==> src/rtl/pwm_sf_sched.sv <==
module pwm_sf_sched #(
  parameter int ROWS     = 4,
  parameter int COLS     = 8,
  parameter int GRAY_W   = 3,
  parameter int PROG_CYC = 2,
  parameter int EMIT_CYC = 8,
  localparam int RW      = (ROWS > 1) ? $clog2(ROWS) : 1
) (
  input  logic                     clk,
  input  logic                     rst_n,
  input  logic                     sof,
  output logic                     rd_en,
  output logic [RW-1:0]            rd_addr,
  input  logic [COLS*GRAY_W-1:0]   rd_data,
  output logic                     row_stb,
  output logic [RW-1:0]            row_addr,
  output logic [COLS-1:0]          col_bits,
  output logic [GRAY_W-1:0]        sf_idx,
  output logic                     prog_ph,
  output logic                     emit_ph
);

  localparam int NSF   = (1 << GRAY_W) - 1;
  localparam int PS    = (PROG_CYC < 2) ? 2 : PROG_CYC;
  localparam int EMIN  = (ROWS - 1) * PS;
  localparam int EL0   = (EMIT_CYC < EMIN) ? EMIN : EMIT_CYC;
  localparam int EL    = (EL0 < 1) ? 1 : EL0;
  localparam int CMAX  = (PS > EL) ? PS : EL;
  localparam int CW    = $clog2(CMAX + 1);

  typedef enum logic [1:0] {S_IDLE, S_PROG, S_EMIT} st_t;

  st_t               st;
  logic [CW-1:0]     cnt;
  logic [RW-1:0]     row;
  logic [GRAY_W-1:0] sf;
  logic              stb_q;
  logic [RW-1:0]     stb_row;

  wire slot_end = (cnt == CW'(PS - 1));
  wire emit_end = (cnt == CW'(EL - 1));
  wire last_row = (row == RW'(ROWS - 1));
  wire last_sf  = (sf == GRAY_W'(NSF - 1));

  assign rd_en    = (st == S_PROG) && (cnt == '0);
  assign rd_addr  = row;
  assign row_stb  = stb_q;
  assign row_addr = stb_row;
  assign sf_idx   = sf;
  assign prog_ph  = (st == S_PROG);
  assign emit_ph  = (st == S_EMIT);

  always_ff @(posedge clk) begin
    if (!rst_n) begin
      st  <= S_IDLE;
      cnt <= '0;
      row <= '0;
      sf  <= '0;
    end else if (sof) begin
      st  <= S_PROG;
      cnt <= '0;
      row <= '0;
      sf  <= '0;
    end else begin
      case (st)
        S_PROG: begin
          if (slot_end) begin
            cnt <= '0;
            if (last_row) begin
              row <= '0;
              st  <= S_EMIT;
            end else begin
              row <= row + 1'b1;
            end
          end else begin
            cnt <= cnt + 1'b1;
          end
        end
        S_EMIT: begin
          if (emit_end) begin
            cnt <= '0;
            if (last_sf) begin
              sf <= '0;
              st <= S_IDLE;
            end else begin
              sf <= sf + 1'b1;
              st <= S_PROG;
            end
          end else begin
            cnt <= cnt + 1'b1;
          end
        end
        default: begin
          cnt <= '0;
          row <= '0;
          sf  <= '0;
        end
      endcase
    end
  end

  always_ff @(posedge clk) begin
    if (!rst_n) begin
      stb_q   <= 1'b0;
      stb_row <= '0;
    end else begin
      stb_q   <= rd_en && !sof;
      stb_row <= row;
    end
  end

  for (genvar c = 0; c < COLS; c++) begin : g_col
    assign col_bits[c] = stb_q && (rd_data[c*GRAY_W +: GRAY_W] > sf);
  end

endmodule

==> config.mk <==
export PLATFORM = sky130hd
export DESIGN_NAME = pwm_sf_sched
export DESIGN_NICKNAME = d
export VERILOG_FILES = /design/src/rtl/pwm_sf_sched.sv
export SDC_FILE = /design/constraint.sdc
export NUM_CORES = 1
export LEC_CHECK = 0
export ABC_AREA = 1
export ABC_CLOCK_PERIOD_IN_PS = 2850
export BUFFER_PORTS_ARGS = -buffer_cell sky130_fd_sc_hd__buf_2
export CAP_MARGIN = 20
export CORE_MARGIN = 2
export CORE_UTILIZATION = 35
export CTS_CLUSTER_SIZE = 28
export DETAILED_ROUTE_END_ITERATION = 6
export PLACE_DENSITY = 0.67
export SLEW_MARGIN = 20
export SYNTH_ARGS = -nofsm -noshare
export SYNTH_HDL_FRONTEND = slang
export SYNTH_SLANG_ARGS = --single-unit
==> constraint.sdc <==
create_clock -name clk -period 2.85 [get_ports clk]
set_input_delay 0.1425 -clock clk [delete_from_list [all_inputs] [get_ports clk]]
set_output_delay 0.1425 -clock clk [all_outputs]
set_load 0.03 [all_outputs]
# Word-level counts from Yosys, hierarchy flattened
# Index checks and enable logic that the tools add are counted.
# W data, S select, Z words.
[word_totals]
input_bits = 27
word_cells = 67
out_inout_bits = 19
register_bits = 14
[op_classes]
n_addsub = 3
n_lt_le_gt_ge = 8
bitwise_logic = 3
eq_ne = 12
reduce_logical = 19
muxes = 15
[op_table]
columns = ["op", "count"]
rows = [
  ["$gt A3 B3 Y1", 8],
  ["$logic_and A1 B1 Y1", 10],
  ["$mux W2", 5],
  ["$ne A3 B2 Y1 const B", 3],
  ["$mux W4", 2],
  ["$pmux W2 S2", 2],
  ["$pmux W4 S2", 1],
  ["$reduce_and A4 Y1", 2],
  ["$mux W3", 2],
  ["$ne A2 B1 Y1 const B", 3],
  ["$pmux W3 S2", 1],
  ["$add A4 B1 Y4 const B", 1],
  ["$eq A2 B2 Y1 const B", 2],
  ["$eq A4 B1 Y1 const B", 1],
  ["$eq A4 B3 Y1 const B", 1],
  ["$logic_not A4 Y1", 1],
  ["$reduce_and A2 Y1", 2],
  ["$add A3 B1 Y3 const B", 1],
  ["$eq A3 B3 Y1 const B", 1],
  ["$not A1 Y1", 3],
  ["$reduce_bool A3 Y1", 1],
  ["$add A2 B1 Y2 const B", 1],
  ["$eq A2 B1 Y1 const B", 1],
  ["$mux W1", 2],
  ["3 further kinds", 3],
]

# Depth between registers and ports, before layout
# Gate-level depths: netlist (run 1).
[logic_depth]
depth_word = 5
ltp_mapped = 10
mapped_depth_nobuf = 10

# Least setup slack after synthesis (run 1)
# No wires, ideal clock.
[synth_path]
kind = "register -> output"
from = "reg sf[1] (netlist: sf_idx[1])"
to = "out col_bits[3]"
path_stages_with_launch = 7
t_arrival_ns = 1.688
path_slack_ns = 1.019
required_ns = 2.707
n_path_buf = 0
cell_sequence = "dfxtp_1 > inv_1 > ha_1 > nand2_1 > o21ai_0 > nand2_1 > nor2_1"
[synth_between]
elab_chain_len = 2
[synth_lines]
columns = ["item", "line", "rtl"]
rows = [
  ["from (decl)", "36", "logic [GRAY_W-1:0] sf;"],
  ["from (signal assigned)", "86", "sf <= sf + 1'b1;"],
  ["$gt A3 B3 Y1", "113", "assign col_bits[c] = stb_q && (rd_data[c*GRAY_W +: GRAY_W] > sf);"],
  ["$logic_and A1 B1 Y1", "113", ""],
  ["to (decl)", "17", "output logic [COLS-1:0] col_bits,"],
]
# Every way passes these cells.

# Worst setup path in the final report (run 1)
[layout_path]
from = "reg sf[2] (netlist: sf_idx[2])"
to = "out col_bits[6]"
# Same word-level chain as after synthesis.

==> flow_metrics.env, run 1 <==
export IMPL_postCtsHoldBufs=0
export IMPL_multiInputGateArea_um2=895
export IMPL_dp_cells=278
export IMPL_cts_tree="built"
export IMPL_critPathTopFamily="buffers and inverters"
export IMPL_cts_max_level=1
export IMPL_drv_slew=0
export IMPL_cp_startpoint="sf_idx[2]"
export IMPL_path_common_cell="nor2_1"
export IMPL_avgViaCountPerCell=4.54
export IMPL_worstReg2RegStart="st[0]"
export IMPL_syn_area_mm2=0.00129
export IMPL_outcome="completed"
export IMPL_yosysUniqueCellTypes=22
export IMPL_routed_wl_mm=2.74
export IMPL_r2r_cells=8
export IMPL_post_route_period_util_pct=64.4
export IMPL_clock_sinks=14
export IMPL_layout_nets=292
export IMPL_grt_pass1_wl_mm=4.95
export IMPL_die_area_mm2=0.00420
export IMPL_grt_overflow_total=0
export IMPL_critical_path_class="register to primary output"
export IMPL_syn_avg_cell_area_um2=7.00
export IMPL_setup_tns_ns=0
export IMPL_num_antenna_cells=0
export IMPL_cts_max_path_buffers=2
export IMPL_path_clk_slew_ns=0.06
export IMPL_max_clock_freq_mhz=545
export IMPL_r2r_end="st[0]"
export IMPL_crit_path_end_kind="primary output"
export IMPL_hold_path_class="input pin to register"
export IMPL_core_area_mm2=0.00361
export IMPL_die_w_um=64.8
export IMPL_nFillCells=409
export IMPL_skew_ns=0.00508
export IMPL_hold_viol_final=0
export IMPL_ys_seq_area_share_pct=21.6
export IMPL_slew_headroom_pct=65.6
export IMPL_vdd_ir_drop_max_mv=0.194
export IMPL_synthToLayoutAreaGrowth_pct=26.3
export IMPL_routedWlPerCell_um=9.72
export IMPL_setup_viol=0
export IMPL_num_vias=1281
export IMPL_met3_length_um=144
export IMPL_grtUsageTotal_pct=14.3
export IMPL_numCtsBuffers=3
export IMPL_drive_above_1_share_pct=26.1
export IMPL_yosys_warnings=0
export IMPL_worstSetupPathDepth=7
export IMPL_cts_root_buf="clkbuf_8"
export IMPL_min_period_ns=1.83
export IMPL_power_per_cell_area_mw_per_mm2=368
export IMPL_ctsResizeCount=0
export IMPL_tightest_slew_ns=0.516
export IMPL_insertion_delay_ns=0.24
export IMPL_worstPathMaxFanout=10
export IMPL_wl_met1_mm=1.33
export IMPL_drtPass1Iterations=4
export IMPL_rsz0062_at_grt="no"
export IMPL_ant_nets=0
export IMPL_drtIter0Drc=18
export IMPL_numPortBuffers=45
export IMPL_final_seq_area_um2=280
export IMPL_ioPinCount=46
export IMPL_worstSetupStartpointType="register"
export IMPL_cts_setup_buffers=0
export IMPL_cp_arrival_ns=1.69
export IMPL_crit_buf_inv=2
export IMPL_num_rows=22
export IMPL_critPathCapture="col_bits[6]"
export IMPL_cellLeakagePower_nw=0.913
export IMPL_regToRegSetupSlack_ns=1.42
export IMPL_wl_met2_mm=1.22
export IMPL_initial_core_util_pct=35.9
export IMPL_synth_fp_nets=242
export IMPL_synth_seq_cells=14
export IMPL_grt_max_degree=14
export IMPL_gp_congestion=0.769
export IMPL_dp_hpwl_mm=2.27
export IMPL_syn_inst=185
export IMPL_crit_required_ns=2.71
export IMPL_layout_cells_non_filler=282
export IMPL_grt_pass1_vias=1197
export IMPL_path_cells="inv_1 > ha_1 > nand2_1 > nor2_1 > a211oi_1 > nor2_1 > buf_2"
export IMPL_grt_antenna_before_repair=0
export IMPL_cpPeakStageDelay_ns=0.32
export IMPL_die_h_um=64.8
export IMPL_drc=0
export IMPL_top_layer="met4"
export IMPL_cap_viol_max_count=0
export IMPL_slowest_stage="ha_1"
-- per-stage QoR --
step	util (%)	hold slack, ns	worst slack, ns	power, mW	area, µm²
floorplan	-	0.240	1.02	0.357	1290
global placement	43.8	0.357	1.28	0.409	1580
detailed placement	43.8	0.358	1.27	0.412	1580
CTS	45.4	0.101	1.00	0.610	1640
global route	45.4	0.122	0.878	0.651	1640
finish	45.4	0.104	1.02	0.602	1640
-- report_power, final --
part / leakage (nW) / total, mW / internal (mW) / switching [mW]
Clock: 0.0288 / 0.195 / 0.122 / 0.0725
Combinational: 0.771 / 0.193 / 0.0749 / 0.118
Sequential: 0.113 / 0.214 / 0.203 / 0.0103
Total: 0.913 / 0.602 / 0.401 / 0.201
-- worst min-delay path: stages --
cell     delay [ns]
buf_2          0.09
nand2_1        0.05
inv_1          0.04
-- placed cells by master (no fill, tap or decap), drive strengths merged --
cell / n
inv: 32
a211oi: 3
o21ai: 10
nor3: 1
nor4: 1
xor2: 2
ha: 30
nor2: 30
nand2: 36
xnor2: 1
clkbuf: 4
nand4: 1
dfxtp: 14
a21oi: 9
buf: 45
o21bai: 1
nand3: 14
-- how the worst min path moves through the flow --
stage                from          end  slack, ns  depth (start not counted)
floorplan           rst_n  row_addr[0]       0.24                          2
global placement    rst_n  row_addr[1]       0.36                          3
detailed placement  rst_n  row_addr[1]       0.36                          3
CTS                 rst_n  row_addr[1]       0.10                          3
global route        rst_n  row_addr[1]       0.12                          3
finish              rst_n  row_addr[1]       0.10                          3
-- per-layer routing --
metal | up-vias | GRT usage [%]
li1 | 698 | -
met1 | 546 | 18.5
met2 | 31 | 24.4
met3 | 6 | 1.91
met4 | 0 | 5.05
met5 | - | 0
-- area by class of cell --
cell class	instances	area share (%)
clock buffers	4	3.37
flip-flops and latches	14	17.1
multi-input cells	139	54.7
repair buffers	45	13.8
well taps	48	3.67
inverters	32	7.35
-- state kept, by name, summed over array words and instances (netlist names) --
register  cells
cnt           4
rd_addr       2
row_addr      2
row_stb       1
sf_idx        3
st            2
-- logic make-up after synthesis --
kind of cell             after synthesis  share of synthesized area [%]
AND/OR/NAND/NOR                       83                           27.8
AO/OA/AOI/OAI                         23                           10.2
buffers and inverters                 32                           9.27
adder cells (fa/ha/maj)               30                           29.0
flip-flops                            14                           21.6
XOR/XNOR                               3                           2.03
-- cells in the mapped netlist --
master	count	share of area [%]
nand2_1	32	9.3
ha_1	30	29
inv_1	29	8.4
nor2_1	28	8.1
dfxtp_1	14	22
nand3_1	13	5.0
o21ai_0	9	3.5
a21oi_1	7	2.7
a211oi_1	3	1.7
inv_2	3	0.87
nand2_2	3	1.4
a21oi_2	2	1.4
nor2_2	2	0.97
xor2_1	2	1.4
nand2_4	1	0.87
nand3_2	1	0.77
nand4_1	1	0.48
nor3_1	1	0.39
nor4_1	1	0.48
o21ai_1	1	0.39
o21bai_1	1	0.58
xnor2_1	1	0.68
Power figures use the tool's default switching activity.
==> run 2: changes to the inputs <==
--- a/config.mk
+++ b/config.mk
@@ -6,7 +6,7 @@
 export NUM_CORES = 1
 export LEC_CHECK = 0
 export ABC_AREA = 1
-export ABC_CLOCK_PERIOD_IN_PS = 2850
+export ABC_CLOCK_PERIOD_IN_PS = 1780
 export BUFFER_PORTS_ARGS = -buffer_cell sky130_fd_sc_hd__buf_2
 export CAP_MARGIN = 20
 export CORE_MARGIN = 2
==> constraint.sdc (replaced) <==
create_clock -name clk -period 1.78 [get_ports clk]
set_input_delay 0.089 -clock clk [delete_from_list [all_inputs] [get_ports clk]]
set_output_delay 0.089 -clock clk [all_outputs]
set_load 0.03 [all_outputs]
==> flow_metrics.env, run 2 (synthesis gave the netlist of run 1 again) <==
export IMPL_cpPeakStageDelay_ns=0.34
export IMPL_num_rows=22
export IMPL_num_antenna_cells=0
export IMPL_cts_tree="built"
export IMPL_numPortBuffers=45
export IMPL_use_met2_pct=24.0
export IMPL_power_per_cell_area_mw_per_mm2=580
export IMPL_r2r_cells=7
export IMPL_power_frac_clock_pct=31.9
export IMPL_layout_cells_non_filler=283
export IMPL_tightest_slew_ns=0.380
export IMPL_crit_path_end_kind="primary output"
export IMPL_postCtsHoldBufs=0
export IMPL_clock_sinks=14
export IMPL_cts_root_buf="clkbuf_8"
export IMPL_seq_power_share_pct=35.3
export IMPL_worstSetupStartpointType="register"
export IMPL_drive_above_1_share_pct=28.5
export IMPL_layout_nets=293
export IMPL_crit_required_ns=1.69
export IMPL_core_area_mm2=0.00361
export IMPL_hold_viol_final=0
export IMPL_ctsResizeCount=1
export IMPL_outcome="completed"
export IMPL_fin_ws_ns=0.130
export IMPL_power_switching_uw=320
export IMPL_worstSetupPathDepth=7
export IMPL_dp_hpwl_mm=2.14
export IMPL_die_h_um=64.8
export IMPL_largest_reg_flops=4
export IMPL_drc=0
export IMPL_avgViaCountPerCell=4.45
export IMPL_rsz0062_at_grt="yes"
export IMPL_path_clk_slew_ns=0.06
export IMPL_hold_path_class="input pin to register"
export IMPL_p_sw_share_pct=33.1
export IMPL_skew_ns=0.00173
export IMPL_critical_path_class="register to primary output"
export IMPL_ant_nets=0
export IMPL_grt_overflow_total=0
export IMPL_critPathCapture="col_bits[4]"
export IMPL_power_frac_comb_pct=32.8
export IMPL_die_w_um=64.8
export IMPL_cellLeakagePower_nw=0.921
export IMPL_grt_pass1_wl_mm=4.63
export IMPL_final_common_cell="buf_2"
export IMPL_num_vias=1258
export IMPL_grt_pass1_vias=1140
export IMPL_post_route_period_util_pct=92.7
export IMPL_regToRegSetupSlack_ns=0.39
export IMPL_grt_max_degree=11
export IMPL_worstPathMaxFanout=10
export IMPL_final_cell_mix="buf_2 (43), nand2_1 (32), ha_1 (29)"
export IMPL_cp_startpoint="sf_idx[2]"
export IMPL_die_area_mm2=0.00420
export IMPL_synthToLayoutAreaGrowth_pct=28.6
export IMPL_dp_cells=279
export IMPL_min_period_ns=1.65
export IMPL_critPathTopFamily="adder cells"
export IMPL_crit_buf_inv=2
export IMPL_path_cells="inv_2 > ha_1 > nand2_1 > o21ai_0 > nand2_1 > nor2_1 > buf_2"
export IMPL_nFillCells=379
export IMPL_insertion_delay_ns=0.24
export IMPL_preCtsSetupSlack_ns=0.262
export IMPL_cts_setup_buffers=0
export IMPL_routed_wl_mm=2.68
export IMPL_cp_arrival_ns=1.56
export IMPL_met1_usage_pct=16.9
export IMPL_max_clock_freq_mhz=606
export IMPL_path_common_cell="nand2_1"
export IMPL_cts_max_path_buffers=2
export IMPL_slew_headroom_pct=74.7
export IMPL_worstReg2RegStart="st[0]"
export IMPL_grtUsageTotal_pct=13.7
export IMPL_gp_congestion=0.815
export IMPL_routedWlPerCell_um=9.46
export IMPL_drtPass1Iterations=4
export IMPL_grt_busiest_layer="met2"
export IMPL_ioPinCount=46
export IMPL_drv_slew=0
export IMPL_total_power_uw=966
export IMPL_top_register="cnt"
export IMPL_vdd_ir_drop_max_mv=0.436
export IMPL_p_int_uw=646
export IMPL_cts_max_level=1
export IMPL_setup_viol=0
export IMPL_grt_met3_usage_pct=3.47
export IMPL_numCtsBuffers=3
export IMPL_slowest_stage="ha_1"
export IMPL_initial_core_util_pct=35.9
export IMPL_drtIter0Drc=29
export IMPL_grt_antenna_before_repair=0
export IMPL_cap_viol_max_count=0
export IMPL_r2r_end="st[0]"
==> run 2: cell count changes in the layout (fill, tap and decap cells not counted) <==
cell / delta
buf_2: -2
clkbuf_4: +2
dfxtp_1: -2
dfxtp_2: +2
inv_1: -2
buf_4: +1
ha_1: -1
ha_4: +1
inv_2: +1
inv_4: +1
==> run 2: routing by layer <==
| metal | vias up | wire [µm] | part of all wire, % |
|---|---|---|---|
| met3 | 4 | 164 | 6.1 |
| li1 | 701 | - | - |
| met2 | 29 | 1160 | 43 |
| met1 | 524 | 1330 | 50 |
| met4 | 0 | 20 | 0.75 |
| met5 | - | 0 | 0 |
==> run 2: power groups by stage <==
stage               Combinational, mW  Sequential (mW)  Clock [mW]
global placement                0.312            0.348           0
finish                          0.317            0.341       0.309
floorplan                       0.214            0.357           0
global route                    0.367            0.344       0.328
detailed placement              0.313            0.348           0
CTS                             0.317            0.342       0.315
==> run 2: area by class of cell <==
cell class / instances / area [µm²] / share of cell area [%]
clock buffers: 4 / 55.1 / 3.31
repair buffers: 46 / 238 / 14.3
inverters: 32 / 123 / 7.36
multi-input cells: 139 / 907 / 54.5
well taps: 48 / 60.1 / 3.61
flip-flops and latches: 14 / 283 / 17.0
==> run 2: tightest hold or removal path, cell delays in order <==
cell and delay (ns):
buf_2 0.10, nand2_1 0.05, inv_1 0.04
==> run 2: worst min path at each step <==
stage | start | to | slack (ns) | depth (start not counted)
6_report | rst_n | row_addr[0] | 0.05 | 3
3_5_place_dp | rst_n | row_addr[0] | 0.31 | 3
5_1_grt | rst_n | row_addr[1] | 0.07 | 3
3_3_place_gp | rst_n | row_addr[0] | 0.30 | 3
4_1_cts | rst_n | row_addr[0] | 0.05 | 3
2_1_floorplan | rst_n | row_addr[0] | 0.19 | 2
==> run 2: stage by stage <==
step	utilization, %	cell area [µm²]	hold WS (ns)	setup TNS (ns)
final	46.2	1670	0.0519	0
after global routing	46.2	1670	0.0736	-0.00306
after CTS	45.6	1640	0.0542	0
after detailed placement	44.0	1590	0.307	0
after global placement	44.0	1590	0.303	0
after floorplan	-	1290	0.187	0
==> run 3: changes to the inputs <==
--- a/config.mk
+++ b/config.mk
@@ -7,13 +7,14 @@
 export LEC_CHECK = 0
 export ABC_AREA = 1
 export ABC_CLOCK_PERIOD_IN_PS = 1780
-export BUFFER_PORTS_ARGS = -buffer_cell sky130_fd_sc_hd__buf_2
 export CAP_MARGIN = 20
 export CORE_MARGIN = 2
 export CORE_UTILIZATION = 35
 export CTS_CLUSTER_SIZE = 28
 export DETAILED_ROUTE_END_ITERATION = 6
-export PLACE_DENSITY = 0.67
+export DONT_BUFFER_PORTS = 1
+export PLACE_DENSITY = 0.56
+export REMOVE_ABC_BUFFERS = 1
 export SLEW_MARGIN = 20
 export SYNTH_ARGS = -nofsm -noshare
 export SYNTH_HDL_FRONTEND = slang
==> flow_metrics.env, run 3 (synthesis gave the netlist of run 1 again) <==
export IMPL_die_w_um=64.8
export IMPL_final_cell_mix="nand2_1 (28), inv_1 (27), nor2_1 (27)"
export IMPL_crit_path_end_kind="primary output"
export IMPL_drv_slew=0
export IMPL_initial_core_util_pct=35.9
export IMPL_slew_headroom_pct=67.5
export IMPL_grt_antenna_before_repair=0
export IMPL_drc=0
export IMPL_tightest_slew_ns=0.487
export IMPL_top_register="cnt"
export IMPL_drtPass1Iterations=4
export IMPL_cts_tree="built"
export IMPL_avgViaCountPerCell=4.76
export IMPL_dp_hpwl_mm=2.22
export IMPL_vdd_ir_drop_max_mv=0.377
export IMPL_worstSetupStartpointType="register"
export IMPL_num_rows=22
export IMPL_gp_congestion=0.781
export IMPL_cap_viol_max_count=0
export IMPL_nFillCells=379
export IMPL_clock_sinks=14
export IMPL_grt_pass1_wl_mm=4.42
export IMPL_min_period_ns=1.72
export IMPL_cts_max_path_buffers=2
export IMPL_setup_viol=0
export IMPL_crit_buf_inv=3
export IMPL_final_common_cell="nand2_1"
export IMPL_die_h_um=64.8
export IMPL_routedWlPerCell_um=10.9
export IMPL_numCtsBuffers=3
export IMPL_crit_required_ns=1.69
export IMPL_dp_cells=250
export IMPL_cpPeakStageDelay_ns=0.38
export IMPL_grt_pass1_vias=1022
export IMPL_final_seq_area_um2=283
export IMPL_path_clk_slew_ns=0.05
export IMPL_critical_path_class="register to primary output"
export IMPL_num_antenna_cells=0
export IMPL_num_vias=1238
export IMPL_critPathTopFamily="flip-flops"
export IMPL_cp_arrival_ns=1.63
export IMPL_outcome="completed"
export IMPL_synthToLayoutAreaGrowth_pct=32.4
export IMPL_hold_viol_final=0
export IMPL_worstPathMaxFanout=5
export IMPL_routed_wl_mm=2.83
export IMPL_layout_nets=271
export IMPL_grt_overflow_total=0
export IMPL_largest_reg_flops=4
export IMPL_multiInputGateArea_mm2=0.00100
export IMPL_path_cells="clkinvlp_4 > ha_1 > inv_1 > o21bai_1 > a21oi_1 > nor2_1 > buf_4"
export IMPL_post_route_period_util_pct=96.8
export IMPL_power_per_cell_area_mw_per_mm2=530
export IMPL_numPortBuffers=0
export IMPL_cts_root_buf="clkbuf_8"
export IMPL_ioPinCount=46
export IMPL_grt_max_degree=11
export IMPL_total_power_uw=908
export IMPL_die_area_mm2=0.00420
export IMPL_ant_nets=0
export IMPL_drtIter0Drc=12
export IMPL_skew_ns=0.00119
export IMPL_cellLeakagePower_nw=0.839
export IMPL_core_area_mm2=0.00361
export IMPL_drive_above_1_share_pct=27.4
export IMPL_slowest_stage="dfxtp_2"
export IMPL_layout_cells_non_filler=260
export IMPL_rsz0062_at_grt="yes"
export IMPL_insertion_delay_ns=0.24
export IMPL_max_clock_freq_mhz=580
export IMPL_grtUsageTotal_pct=13.1
export IMPL_cts_max_level=1
export IMPL_hold_path_class="input pin to register"
run 3: power by group:
part           switching (mW)  internal [mW]
clock network           0.102          0.149
logic                   0.189          0.125
registers              0.0160          0.326
total                   0.308          0.600
run 3: tightest hold or removal path: cells and delay by family:
kind | cells | cell delay, ns
AND/OR/NAND/NOR | 3 | 0.16
run 3: final timing paths:
path / start / end / slack [ns] / cells after the start
max reg2reg: st[0] / rd_addr[1] / 0.39 / 6
min: sof / st[1] / 0.05 / 3
min reg2reg: cnt[0] / cnt[0] / 0.48 / 1
max: sf_idx[1] / col_bits[1] / 0.06 / 7
run 3: routing by layer:
layer / part of all wire, % / wire length, µm / vias up / track usage (%)
li1: - / - / 658 / -
met1: 46 / 1290 / 541 / 16.2
met2: 46 / 1300 / 34 / 21.4
met3: 7.2 / 203 / 5 / 3.99
met4: 1.2 / 33 / 0 / 4.79
met5: 0 / 0 / - / 0
run 3: layout make-up:
cell class              instances  area share [%]
flip-flops and latches         14            16.5
repair buffers                 23            11.2
multi-input cells             139            58.5
well taps                      48            3.50
inverters                      32            7.45
clock buffers                   3            2.41
repair inverters                1           0.438
run 3: per-stage QoR:
stage               cell area, µm²  TNS [ns]  worst slack (ns)  utilization, %  hold WS [ns]
floorplan                     1290         0           0.00298               -         0.187
global placement              1480         0             0.305            41.1         0.188
detailed placement            1480         0             0.269            41.1         0.192
CTS                           1530         0           0.00734            42.5        0.0472
global route                  1710    -0.120           -0.0294            47.5        0.0595
finish                        1710         0            0.0573            47.5        0.0497
run 3: timing repair:
item / CTS / global route
hold buffers: 1 / 0
hold endpoints to repair: 3 / 0
endpoints found under the setup margin: 0 / 7
setup buffers: 0 / 5
resized for setup: 0 / 28
